===== src/rtl/eng_csr_pkg.sv =====
package eng_csr_pkg;

    localparam int WORD_W  = 64;
    localparam int NUM_ENG = 3;            // 0 read-DMA, 1 write-DMA, 2 algorithm
    localparam int NUM_DMA = 2;
    localparam int ALG_IDX = NUM_DMA;

    // control word command bits (self clearing)
    localparam int C_REARM    = 33;
    localparam int C_GO_BASE  = 36;        // +engine index
    localparam int C_CLR_BASE = 39;        // +engine index
    localparam int C_ALG_DCLR = 51;

    // control word enables (stored)
    localparam int C_DMA_IEN_BASE = 42;    // +DMA index
    localparam int C_ALG_NEN      = 45;
    localparam int C_ALG_IEN      = 46;

    // bits of the control word kept as storage
    localparam logic [WORD_W-1:0] CTRL_KEEP_MASK = 64'h0000_6C00_0FF0_01F3;

    // status word layout
    localparam int S_DMA_BUSY_BASE = 41;   // +3*DMA index
    localparam int S_DMA_DONE_BASE = 42;   // +3*DMA index
    localparam int S_DMA_STRIDE    = 3;
    localparam int S_ALG_WAIT      = 46;
    localparam int S_ALG_RUN       = 47;
    localparam int S_ALG_DONE      = 48;

    typedef enum logic [1:0] {
        DMA_IDLE = 2'd0,
        DMA_BUSY = 2'd1,
        DMA_DONE = 2'd2
    } dma_state_t;

    typedef enum logic [1:0] {
        ALG_IDLE = 2'd0,
        ALG_RUN  = 2'd1,
        ALG_WAIT = 2'd2,
        ALG_DONE = 2'd3
    } alg_state_t;

    typedef struct packed {
        logic [NUM_ENG-1:0] go;
        logic [NUM_ENG-1:0] clr;
        logic               done_clr;
        logic               rearm;
    } csr_cmd_t;

endpackage


===== src/rtl/ecs_ctrl_reg.sv =====
module ecs_ctrl_reg
    import eng_csr_pkg::*;
#(
    parameter int          ADDR_W   = 12,
    parameter int unsigned CTRL_OFF = 32'h20
) (
    input  logic                          clk,
    input  logic                          rst_n,
    input  logic                          bus_wr,
    input  logic [ADDR_W-1:0]             bus_addr,
    input  logic [WORD_W-1:0]             bus_wdata,
    output logic [WORD_W-1:0]             ctrl_q,
    output csr_cmd_t                      cmd,
    output logic [NUM_ENG-1:0]            go_q,
    output logic [NUM_ENG-1:0]            clr_q
);

    localparam logic [ADDR_W-1:0] CTRL_A = ADDR_W'(CTRL_OFF);

    logic ctrl_wr;

    assign ctrl_wr = bus_wr && (bus_addr == CTRL_A);

    // command decode in the write cycle
    for (genvar e = 0; e < NUM_ENG; e++) begin : g_cmd
        assign cmd.go[e]  = ctrl_wr && bus_wdata[C_GO_BASE + e];
        assign cmd.clr[e] = ctrl_wr && bus_wdata[C_CLR_BASE + e];
    end
    assign cmd.done_clr = ctrl_wr && bus_wdata[C_ALG_DCLR];
    assign cmd.rearm    = ctrl_wr && bus_wdata[C_REARM];

    // stored fields
    always_ff @(posedge clk) begin
        if (!rst_n) begin
            ctrl_q <= '0;
        end else if (ctrl_wr) begin
            ctrl_q <= bus_wdata & CTRL_KEEP_MASK;
        end
    end

    // one-cycle pulses toward the engines
    always_ff @(posedge clk) begin
        if (!rst_n) begin
            go_q  <= '0;
            clr_q <= '0;
        end else begin
            go_q  <= cmd.go;
            clr_q <= cmd.clr;
        end
    end

endmodule


===== src/rtl/ecs_dma_track.sv =====
module ecs_dma_track
    import eng_csr_pkg::*;
(
    input  logic clk,
    input  logic rst_n,
    input  logic go,
    input  logic clr,
    input  logic done_ev,
    input  logic rearm,
    output logic busy,
    output logic done
);

    dma_state_t cur, nxt;

    always_ff @(posedge clk) begin
        if (!rst_n) cur <= DMA_IDLE;
        else        cur <= nxt;
    end

    always_comb begin
        nxt = cur;
        if (rearm) begin
            nxt = DMA_IDLE;
        end else if (done_ev) begin
            nxt = DMA_DONE;
        end else if (clr) begin
            nxt = DMA_IDLE;
        end else begin
            unique case (cur)
                DMA_IDLE: if (go) nxt = DMA_BUSY;
                DMA_BUSY: nxt = DMA_BUSY;
                DMA_DONE: nxt = DMA_DONE;
                default:  nxt = DMA_IDLE;
            endcase
        end
    end

    always_comb begin
        busy = 1'b0;
        done = 1'b0;
        unique case (cur)
            DMA_IDLE: ;
            DMA_BUSY: busy = 1'b1;
            DMA_DONE: done = 1'b1;
            default:  ;
        endcase
    end

endmodule


===== src/rtl/ecs_alg_track.sv =====
module ecs_alg_track
    import eng_csr_pkg::*;
(
    input  logic clk,
    input  logic rst_n,
    input  logic go,
    input  logic clr,
    input  logic done_clr,
    input  logic done_ev,
    input  logic stall,
    input  logic rearm,
    input  logic notify_en,
    output logic run,
    output logic waiting,
    output logic done,
    output logic notify
);

    alg_state_t cur, nxt;

    always_ff @(posedge clk) begin
        if (!rst_n) begin
            cur    <= ALG_IDLE;
            notify <= 1'b0;
        end else begin
            cur    <= nxt;
            notify <= notify_en && (nxt == ALG_DONE) && (cur != ALG_DONE);
        end
    end

    always_comb begin
        nxt = cur;
        if (rearm) begin
            nxt = ALG_IDLE;
        end else if (done_ev) begin
            nxt = ALG_DONE;
        end else if (clr) begin
            nxt = ALG_IDLE;
        end else begin
            unique case (cur)
                ALG_IDLE: if (go)       nxt = stall ? ALG_WAIT : ALG_RUN;
                ALG_RUN:  if (stall)    nxt = ALG_WAIT;
                ALG_WAIT: if (!stall)   nxt = ALG_RUN;
                ALG_DONE: if (done_clr) nxt = ALG_IDLE;
                default:  nxt = ALG_IDLE;
            endcase
        end
    end

    always_comb begin
        run     = 1'b0;
        waiting = 1'b0;
        done    = 1'b0;
        unique case (cur)
            ALG_IDLE: ;
            ALG_RUN:  run     = 1'b1;
            ALG_WAIT: waiting = 1'b1;
            ALG_DONE: done    = 1'b1;
            default:  ;
        endcase
    end

endmodule


===== src/rtl/eng_csr_unit.sv =====
module eng_csr_unit
    import eng_csr_pkg::*;
#(
    parameter int          ADDR_W   = 12,
    parameter int unsigned CTRL_OFF = 32'h20,
    parameter int unsigned STAT_OFF = 32'h08
) (
    input  logic                 clk,
    input  logic                 rst_n,
    input  logic                 bus_wr_i,
    input  logic [ADDR_W-1:0]    bus_addr_i,
    input  logic [63:0]          bus_wdata_i,
    output logic [63:0]          bus_rdata_o,
    input  logic [2:0]           eng_done_i,
    input  logic                 alg_stall_i,
    output logic [2:0]           eng_go_o,
    output logic [2:0]           eng_clr_o,
    output logic                 alg_notify_o,
    output logic                 irq_o
);

    localparam logic [ADDR_W-1:0] CTRL_A = ADDR_W'(CTRL_OFF);
    localparam logic [ADDR_W-1:0] STAT_A = ADDR_W'(STAT_OFF);

    logic [WORD_W-1:0]  ctrl_q;
    csr_cmd_t           cmd;
    logic [NUM_DMA-1:0] dma_busy;
    logic [NUM_DMA-1:0] dma_done;
    logic               alg_run;
    logic               alg_wait;
    logic               alg_done;
    logic [WORD_W-1:0]  stat_word;

    ecs_ctrl_reg #(
        .ADDR_W   (ADDR_W),
        .CTRL_OFF (CTRL_OFF)
    ) u_ctrl (
        .clk       (clk),
        .rst_n     (rst_n),
        .bus_wr    (bus_wr_i),
        .bus_addr  (bus_addr_i),
        .bus_wdata (bus_wdata_i),
        .ctrl_q    (ctrl_q),
        .cmd       (cmd),
        .go_q      (eng_go_o),
        .clr_q     (eng_clr_o)
    );

    for (genvar d = 0; d < NUM_DMA; d++) begin : g_dma
        ecs_dma_track u_trk (
            .clk     (clk),
            .rst_n   (rst_n),
            .go      (cmd.go[d]),
            .clr     (cmd.clr[d]),
            .done_ev (eng_done_i[d]),
            .rearm   (cmd.rearm),
            .busy    (dma_busy[d]),
            .done    (dma_done[d])
        );
    end

    ecs_alg_track u_alg (
        .clk       (clk),
        .rst_n     (rst_n),
        .go        (cmd.go[ALG_IDX]),
        .clr       (cmd.clr[ALG_IDX]),
        .done_clr  (cmd.done_clr),
        .done_ev   (eng_done_i[ALG_IDX]),
        .stall     (alg_stall_i),
        .rearm     (cmd.rearm),
        .notify_en (ctrl_q[C_ALG_NEN]),
        .run       (alg_run),
        .waiting   (alg_wait),
        .done      (alg_done),
        .notify    (alg_notify_o)
    );

    always_comb begin
        stat_word = '0;
        for (int d = 0; d < NUM_DMA; d++) begin
            stat_word[S_DMA_BUSY_BASE + S_DMA_STRIDE*d] = dma_busy[d];
            stat_word[S_DMA_DONE_BASE + S_DMA_STRIDE*d] = dma_done[d];
        end
        stat_word[S_ALG_WAIT] = alg_wait;
        stat_word[S_ALG_RUN]  = alg_run;
        stat_word[S_ALG_DONE] = alg_done;
    end

    always_comb begin
        if (bus_addr_i == CTRL_A)      bus_rdata_o = ctrl_q;
        else if (bus_addr_i == STAT_A) bus_rdata_o = stat_word;
        else                           bus_rdata_o = '0;
    end

    assign irq_o = (|(dma_done & ctrl_q[C_DMA_IEN_BASE +: NUM_DMA]))
                 | (alg_done & ctrl_q[C_ALG_IEN]);

endmodule


===== config.mk =====
export PLATFORM = sky130hd
export DESIGN_NAME = eng_csr_unit
export DESIGN_NICKNAME = d
export VERILOG_FILES = /design/src/rtl/eng_csr_pkg.sv /design/src/rtl/ecs_ctrl_reg.sv /design/src/rtl/ecs_dma_track.sv /design/src/rtl/ecs_alg_track.sv /design/src/rtl/eng_csr_unit.sv
export SDC_FILE = /design/constraint.sdc
export NUM_CORES = 1
export LEC_CHECK = 0
export BUFFER_PORTS_ARGS = -buffer_cell sky130_fd_sc_hd__buf_4
export CORE_MARGIN = 1
export CORE_UTILIZATION = 35
export DETAILED_ROUTE_END_ITERATION = 6
export PLACE_DENSITY = 0.75
export SKIP_LAST_GASP = 1
export SYNTH_ARGS = -nofsm -noshare
export SYNTH_HDL_FRONTEND = slang
export SYNTH_SLANG_ARGS = --single-unit

===== constraint.sdc =====
create_clock -name clk -period 2.9 [get_ports clk]
set_clock_uncertainty 0.1 [all_clocks]
set_input_delay 0.145 -clock clk [delete_from_list [all_inputs] [get_ports clk]]
set_output_delay 0.145 -clock clk [all_outputs]
set_load 0.03 [all_outputs]

==> summary.md, run 1 <==
| Metric | Value |
|---|---|
| PostCTS Resize Cnt | `0` |
| Final setup TNS | `0 ps` |
| Dpl hpwl | `3050 µm` |
| # IOs | `155` |
| Worst Setup End Kind | `output pin` |
| Maximum buffer depth of the clock tree | `2` |
| WS Path Type | `in2out` |
| CTS tree | `yes` |
| CP Data Arrival Time | `between 1500 and 2000 ps` |
| Vias in the first global route | `between 1.5k and 2k` |
| Worst Path Buf+Inv | `2` |
| Final core occ | `0.513` |
| Initial Utilization | `0.373` |
| Total grt overflow | `0` |
| Tmin final | `2220 ps` |
| Hold Path Origin | `bus_wdata_i[43]` |
| Ant. Diodes | `0` |
| Wire per inst | `around 11 µm` |
| CTS root buf | `clkbuf_8` |
| Seq. cell area | `around 640 µm²` |
| Max-slew violations | `0` |
| Cell Count, Final, Fillers Out | `between 300 and 400` |
| Cts bufs inserted | `5` |
| H-tree levels | `2` |
| Mapped Area | `about 1800 µm²` |
| VDD IR-drop max | `approximately 0.46 mV` |
| Mapped Cells | `222` |
| Yosys warnings | `0` |
| Post-DRT Antenna Nets | `0` |
| Placed instance count | `between 300 and 400` |
| Mean Syn Cell Area | `approximately 8.1 µm²` |
| Max_cap viols | `0` |
| WP data required | `~2700 ps` |
| Slowest stage delay, CP | `about 700 ps` |
| Most common cell after layout, fill and taps aside | `buf_4` |
| Int Pwr | `roughly 0.76 mW` |
| Drt pass-1 iters | `4` |
| Layout fillers | `about 480` |
| CTS Sinks | `32` |
| First-pass GRT wire length | `about 6700 µm` |
| Routed vias/inst | `~4.4` |
| Reg power frac | `0.434` |
| Clock Latency Late Sink | `between 200 and 300 ps` |
| Yosys cell types | `34` |
| Yosys reg bits | `32` |
| Nets | `between 300 and 400` |
| Fraction of registers with async set/reset | `0` |
| Commonest cells after routing, fill and taps aside | `buf_4 (79), nand2_1 (44), conb_1 (41), dfxtp_1 (32), a21oi_1 (23)` |
| Psw | `roughly 0.28 mW` |
| Clock network power share | `0.404` |
| Status | `finished clean` |
| Switching Share | `0.267` |
| Gpl congestion | `~0.83` |
| DR iter-0 viols | `between 90 and 100` |
| Post-synth top flop | `dfxtp_1` |
| Comb power frac | `0.162` |
| Die Height | `between 70 and 80 µm` |
| Sequential share of the synthesized area | `0.357` |
| Footprint of the multi-input gates | `931 µm²` |
| Layout cells sized above 1 | `0.337` |
| Crit-path max FO | `7` |
| Crit path max-delay family | `simple AND/OR/NAND/NOR gates` |
| Core Footprint | `between 4000 and 5000 µm²` |
| Die W | `about 74 µm` |
| Final cell area excluding filler cells | `~2500 µm²` |
| GRT Util Overall | `0.163` |
| Slowest stage cell, crit path | `or4_1` |
| Final setup violation count | `0` |
| CP dominant cell by count | `buf_4` |
| Fmax | `450 MHz` |
| CP Launch Type | `primary input` |
| R2r startpoint | `u_alg.cur[1]` |
| Final Hold Fails | `0` |
| Post-DP Area | `between 2000 and 2500 µm²` |
| Cell Pwr Density | `420 nW/µm²` |
| Number of synthesized flops with an enable pin | `0` |
| Hold WC Path Type | `in2reg` |
| Total die area | `~5400 µm²` |
| CP Launch Point | `bus_addr_i[9]` |
| Pleak | `roughly 1.1 nW` |
| Worst path cell trace | `buf_4 -> or4_4 -> or4_1 -> o21ai_1 -> buf_4` |
| DRC | `0` |
| RSZ-0062 raised after global routing | `false` |
| WL final | `between 4000 and 5000 µm` |
| Rows | `25` |
| Clock-pin slew on the worst setup and hold paths | `about 60 ps` |
| Largest net degree at the start of global routing | `21` |
| Via Count | `between 1.5k and 2k` |
| Area Overhead vs Synth | `37.5%` |
| Port bufs | `between 70 and 80` |
| Final period util | `0.767` |
| Initial antenna violation count | `0` |
## cell type report
type | instances | area share
Timing Repair Buffer | 89 | 0.281
Sequential cell | 32 | 0.259
Inverter | 3 | 0.00456
Clock inverter | 3 | 0.0172
Clock buffer | 5 | 0.0278
Tap cell | 67 | 0.0339
Multi-Input combinational cell | 177 | 0.377
## cell families after synthesis
group / share of synthesized area
buffers and inverters: 0.209
DFF: 0.357
and+or+nand+nor: 0.306
AOI/OAI and AO/OA: 0.127
other: 0.00209
## power by group through the flow
stage               clock [mW]  combinational [mW]  sequential, mW
CTS                      0.431               0.167           0.450
global route             0.457               0.181           0.451
floorplan                    0               0.141           0.459
global placement             0               0.155           0.460
detailed placement           0               0.156           0.460
finish                   0.419               0.168           0.450
## per-stage QoR
step	total power [mW]	setup slack (ps)	hold slack [ps]
floorplan	0.600	803	133
global placement	0.615	674	235
detailed placement	0.617	661	233
CTS	1.05	661	2.32
global route	1.09	573	7.50
finish	1.04	676	12.5
## registers in the layout, indices dropped and copies added (netlist names)
signal and cells:
u_ctrl.go_q 3, u_alg.notify 1, u_alg.cur 2, u_ctrl.ctrl_q 19, g_dma.u_trk.cur 4, u_ctrl.clr_q 3
## final timing paths
kind | slack (ps) | cells past startpoint | endpoint
hold / removal | 10 | 3 | u_ctrl.ctrl_q[43]
setup reg to reg | 1450 | 5 | u_alg.cur[0]
setup / recovery | 680 | 5 | bus_rdata_o[46]
hold reg to reg | 340 | 2 | u_ctrl.ctrl_q[4]
## cells in the mapped netlist (all sizes together) (3+ instances only)
library cell / instances / area (µm²)
nand2: 45 / 171
a21oi: 26 / 141
or4: 3 / 30.0
and2: 17 / 109
o21ai: 4 / 20.0
buf: 47 / 353
and3: 7 / 43.8
a31o: 3 / 26.3
clkbuf: 3 / 11.3
inv: 3 / 11.3
nor3: 4 / 20.0
nor3b: 3 / 37.5
dfxtp: 32 / 641
nor2: 6 / 22.5
nand2b: 5 / 31.3
## repair_timing
item | 4_1_cts | 5_1_grt
hold buffers | 10 | 0
setup buffers | 0 | 0
hold endpoints to repair | 10 | 0
## routing by layer
layer  global-route usage  vias up  routed length, µm
met1                0.192      726               1710
met5                    0        -                  0
met2                0.270       91               1970
met3               0.0494       11                360
met4               0.0748        0                 89
li1                     -      820                  -
## worst reg2reg max path: stages, from the launching register on
cell and delay, ps:
dfxtp_1 380, or2_2 330, and3_1 200, a31oi_1 160
nor2_1 60, nor3_1 150
(Power assumes the default switching activity.)
==> inputs of run 2 (changes only) <==
--- a/config.mk
+++ b/config.mk
@@ -5,6 +5,7 @@
 export SDC_FILE = /design/constraint.sdc
 export NUM_CORES = 1
 export LEC_CHECK = 0
+export ABC_AREA = 1
 export BUFFER_PORTS_ARGS = -buffer_cell sky130_fd_sc_hd__buf_4
 export CORE_MARGIN = 1
 export CORE_UTILIZATION = 35
==> constraint.sdc (replaced) <==
create_clock -name clk -period 2.15 [get_ports clk]
set_clock_uncertainty 0.1 [all_clocks]
set_input_delay 0.1075 -clock clk [delete_from_list [all_inputs] [get_ports clk]]
set_output_delay 0.1075 -clock clk [all_outputs]
set_load 0.03 [all_outputs]
==> run 2 against run 1 <==
Against the previous run:
- utilization fell by 1.1 points
- register-to-register slack got worse by 710 ps
- flip-flop and latch count unchanged
- sequential power rose by 34%
- clock power rose by 35%
- non-clock buffer count shrank 5
- total power is 35% higher
- combinational power rose by 37%
- global-route usage decreased by 0.53 points
- area after synthesis fell by 0.42%
- critical endpoint unchanged
- largest power group unchanged
==> summary.md, run 2 <==
| Metric | Value |
|---|---|
| Status | `finished clean (unchanged)` |
| Hold Slack | `4.40 ps (was 12.5 ps)` |
| Worst path cell trace | `buf_4 -> nor2_1 -> nand2_1 -> nor2_4 -> nand2_4 -> buf_4 -> o21ai_0 -> buf_4 (was buf_4 -> or4_4 -> or4_1 -> o21ai_1 -> buf_4)` |
| Mapped Area | `1790 µm² (was 1800 µm²)` |
| Postcts setup bufs | `0 (unchanged)` |
| DR iter-0 viols | `66 (was 96)` |
| Pleak | `1.21 nW (was 1.14 nW)` |
| Yosys top cell area share | `0.358 (was 0.357)` |
| Clock-pin slew on the worst setup and hold paths | `70 ps (was 60 ps)` |
| WP data required | `1940 ps (was 2650 ps)` |
| Vias in the first global route | `1497 (was 1506)` |
| Sequential share of the synthesized area | `0.358 (was 0.357)` |
| GRT Util Overall | `0.158 (was 0.163)` |
| Post-synth top flop | `dfxtp_1 (unchanged)` |
| Worst-Margin Slew | `about 560 ps` |
| Largest registers | `u_ctrl.ctrl_q: 19 flops, g_dma.u_trk.cur: 4 flops (unchanged)` |
| Final period util | `0.718` |
| Die Height | `73.5 µm (was 73.7 µm)` |
| Slowest stage delay, CP | `230 ps (was 700 ps)` |
| Yosys reg bits | `32 (unchanged)` |
| H-tree levels | `2 (unchanged)` |
| Rows | `25 (unchanged)` |
| Final setup violation count | `0 (unchanged)` |
| Final setup TNS | `0 ps (unchanged)` |
| Most common cell after layout, fill and taps aside | `buf_4 (unchanged)` |
| Drt pass-1 iters | `4 (unchanged)` |
| Dpl hpwl | `2990 µm (was 3050 µm)` |
| Crit-path max FO | `22 (was 7)` |
| CP Data Arrival Time | `1340 ps (was 1980 ps)` |
| PostCTS Resize Cnt | `0 (unchanged)` |
| Via Count | `1665 (was 1648)` |
| Initial antenna violation count | `0 (unchanged)` |
| Die W | `73.5 µm (was 73.7 µm)` |
| Cts bufs inserted | `5 (unchanged)` |
| WL final | `4020 µm (was 4130 µm)` |
| Fraction of registers with async set/reset | `0 (unchanged)` |
| # IOs | `155 (unchanged)` |
| Most flops, register | `u_ctrl.ctrl_q (unchanged)` |
| Largest net degree at the start of global routing | `39 (was 21)` |
| Commonest cells after routing, fill and taps aside | `buf_4 (77), inv_1 (41), conb_1 (41), nor2_1 (34), dfxtp_1 (32) (was buf_4 (79), nand2_1 (44), conb_1 (41), dfxtp_1 (32), a21oi_1 (23))` |
| CTS tree | `yes (unchanged)` |
| Cell Pwr Density | `578 nW/µm² (was 420 nW/µm²)` |
| Hold WC Path Type | `in2reg (unchanged)` |
| Fmax | `about 650 MHz` |
| Final Hold Fails | `0 (unchanged)` |
| Max FFs per register | `19 (unchanged)` |
| Dominant cell type by area after synthesis | `dfxtp_1 (unchanged)` |
| Nets | `418 (was 391)` |
| Initial Utilization | `0.371 (was 0.373)` |
| Mean Syn Cell Area | `7.07 µm² (was 8.09 µm²)` |
| Clock Latency Late Sink | `280 ps (about the same)` |
| Yosys warnings | `0 (unchanged)` |
| Gpl congestion | `0.797 (was 0.830)` |
| Mapped Cells | `253 (was 222)` |
| Layout cells sized above 1 | `0.274 (was 0.337)` |
| Rel. slew slack | `0.627` |
| First-pass GRT wire length | `6470 µm (was 6710 µm)` |
| Port bufs | `76 (unchanged)` |
| Yosys cell types | `24 (was 34)` |
| Core Footprint | `4820 µm² (unchanged)` |
| Wire per inst | `9.97 µm (was 11.0 µm)` |
| CP dominant cell by count | `buf_4 (unchanged)` |
| Tmin final | `around 1500 ps` |
| DRC | `0 (unchanged)` |
| Max_cap viols | `0 (unchanged)` |
| Slowest stage cell, crit path | `buf_4 (was or4_1)` |
| CP Launch Type | `primary input (unchanged)` |
| Max-slew violations | `0 (unchanged)` |
| Top post-synthesis cells by count | `buf_4 (41), inv_1 (41), nor2_1 (34) (was nand2_1 (44), buf_4 (42), dfxtp_1 (32))` |
| WS Path Type | `in2out (unchanged)` |
| CTS Sinks | `32 (unchanged)` |
| Post-DRT Antenna Nets | `0 (unchanged)` |
| VDD IR-drop max | `0.274 mV (was 0.458 mV)` |
| Worst Setup End Kind | `output pin (unchanged)` |
| Area Overhead vs Synth | `35.2% (was 37.5%)` |
| Ant. Diodes | `0 (unchanged)` |
| Total die area | `5400 µm² (was 5420 µm²)` |
| Total grt overflow | `0 (unchanged)` |
| Synth top area cells | `dfxtp_1 (36%), buf_4 (17%), inv_1 (8.6%) (was dfxtp_1 (36%), buf_4 (18%), nand2_1 (9.2%))` |
| Routed vias/inst | `4.13 (was 4.38)` |
| CTS root buf | `clkbuf_8 (unchanged)` |
| Number of synthesized flops with an enable pin | `0 (unchanged)` |
| RSZ-0062 raised after global routing | `false (unchanged)` |
| Maximum buffer depth of the clock tree | `2 (unchanged)` |
[run 2: layout make-up]
type                       instances  area [µm²]
clock inverter                     2        35.0
sequential                        32         641
multi-input combinational        169         777
timing repair buffer              84         648
tap                               67        83.8
fill                             501        2400
clock buffer                       6        72.6
inverter                          43         161
[run 2: stage by stage]
stage	setup slack (ps)	instances	area [µm²]	utilization	total power, mW
3_3_place_gp	578	388	2240	0.465	0.831
5_1_grt	534	403	2420	0.502	1.46
6_report	607	403	2420	0.502	1.40
4_1_cts	592	403	2420	0.502	1.42
3_5_place_dp	545	388	2240	0.465	0.834
2_1_floorplan	480	293	1940	-	0.817
[run 2: path summary, 6_finish.rpt]
check | from | endpoint | slack [ps] | depth (start not counted)
min | bus_wdata_i[5] | u_ctrl.ctrl_q[5] | 4 | 3
max | bus_addr_i[7] | bus_rdata_o[46] | 610 | 8
max reg2reg | u_alg.cur[0] | u_alg.notify | 740 | 10
min reg2reg | u_ctrl.ctrl_q[26] | u_ctrl.ctrl_q[26] | 350 | 2
[run 2: worst max-delay path: cells and delay by family]
kind                   cells  cell delay (ps)
AO/OA/AOI/OAI              1              230
buffers and inverters      3              540
AND/OR/NAND/NOR            4              460
[run 2: per-layer routing]
layer	share of wire	wire, µm	vias to the layer above	GRT usage
met3	0.080	322	6	0.0535
li1	-	-	868	-
met2	0.49	1960	74	0.267
met1	0.42	1680	717	0.183
met5	0	0	-	0
met4	0.014	57	0	0.0598
[run 2: what timing repair did]
item	CTS	global route
setup endpoints to repair	0	0
hold buffers	7	0
endpoints found under the hold margin	7	0
[run 2: cells by family after synthesis]
group / Yosys count / share of synthesized area
AOI/OAI and AO/OA: 51 / 0.151
DFF: 32 / 0.358
other: 1 / 0.00210
buffers and inverters: 92 / 0.292
and+or+nand+nor: 77 / 0.197
[run 2: power breakdown]
part           internal, mW  switching, mW
combinational        0.0776          0.152
sequential            0.599        0.00430
clock                 0.344          0.222
total                  1.02          0.378
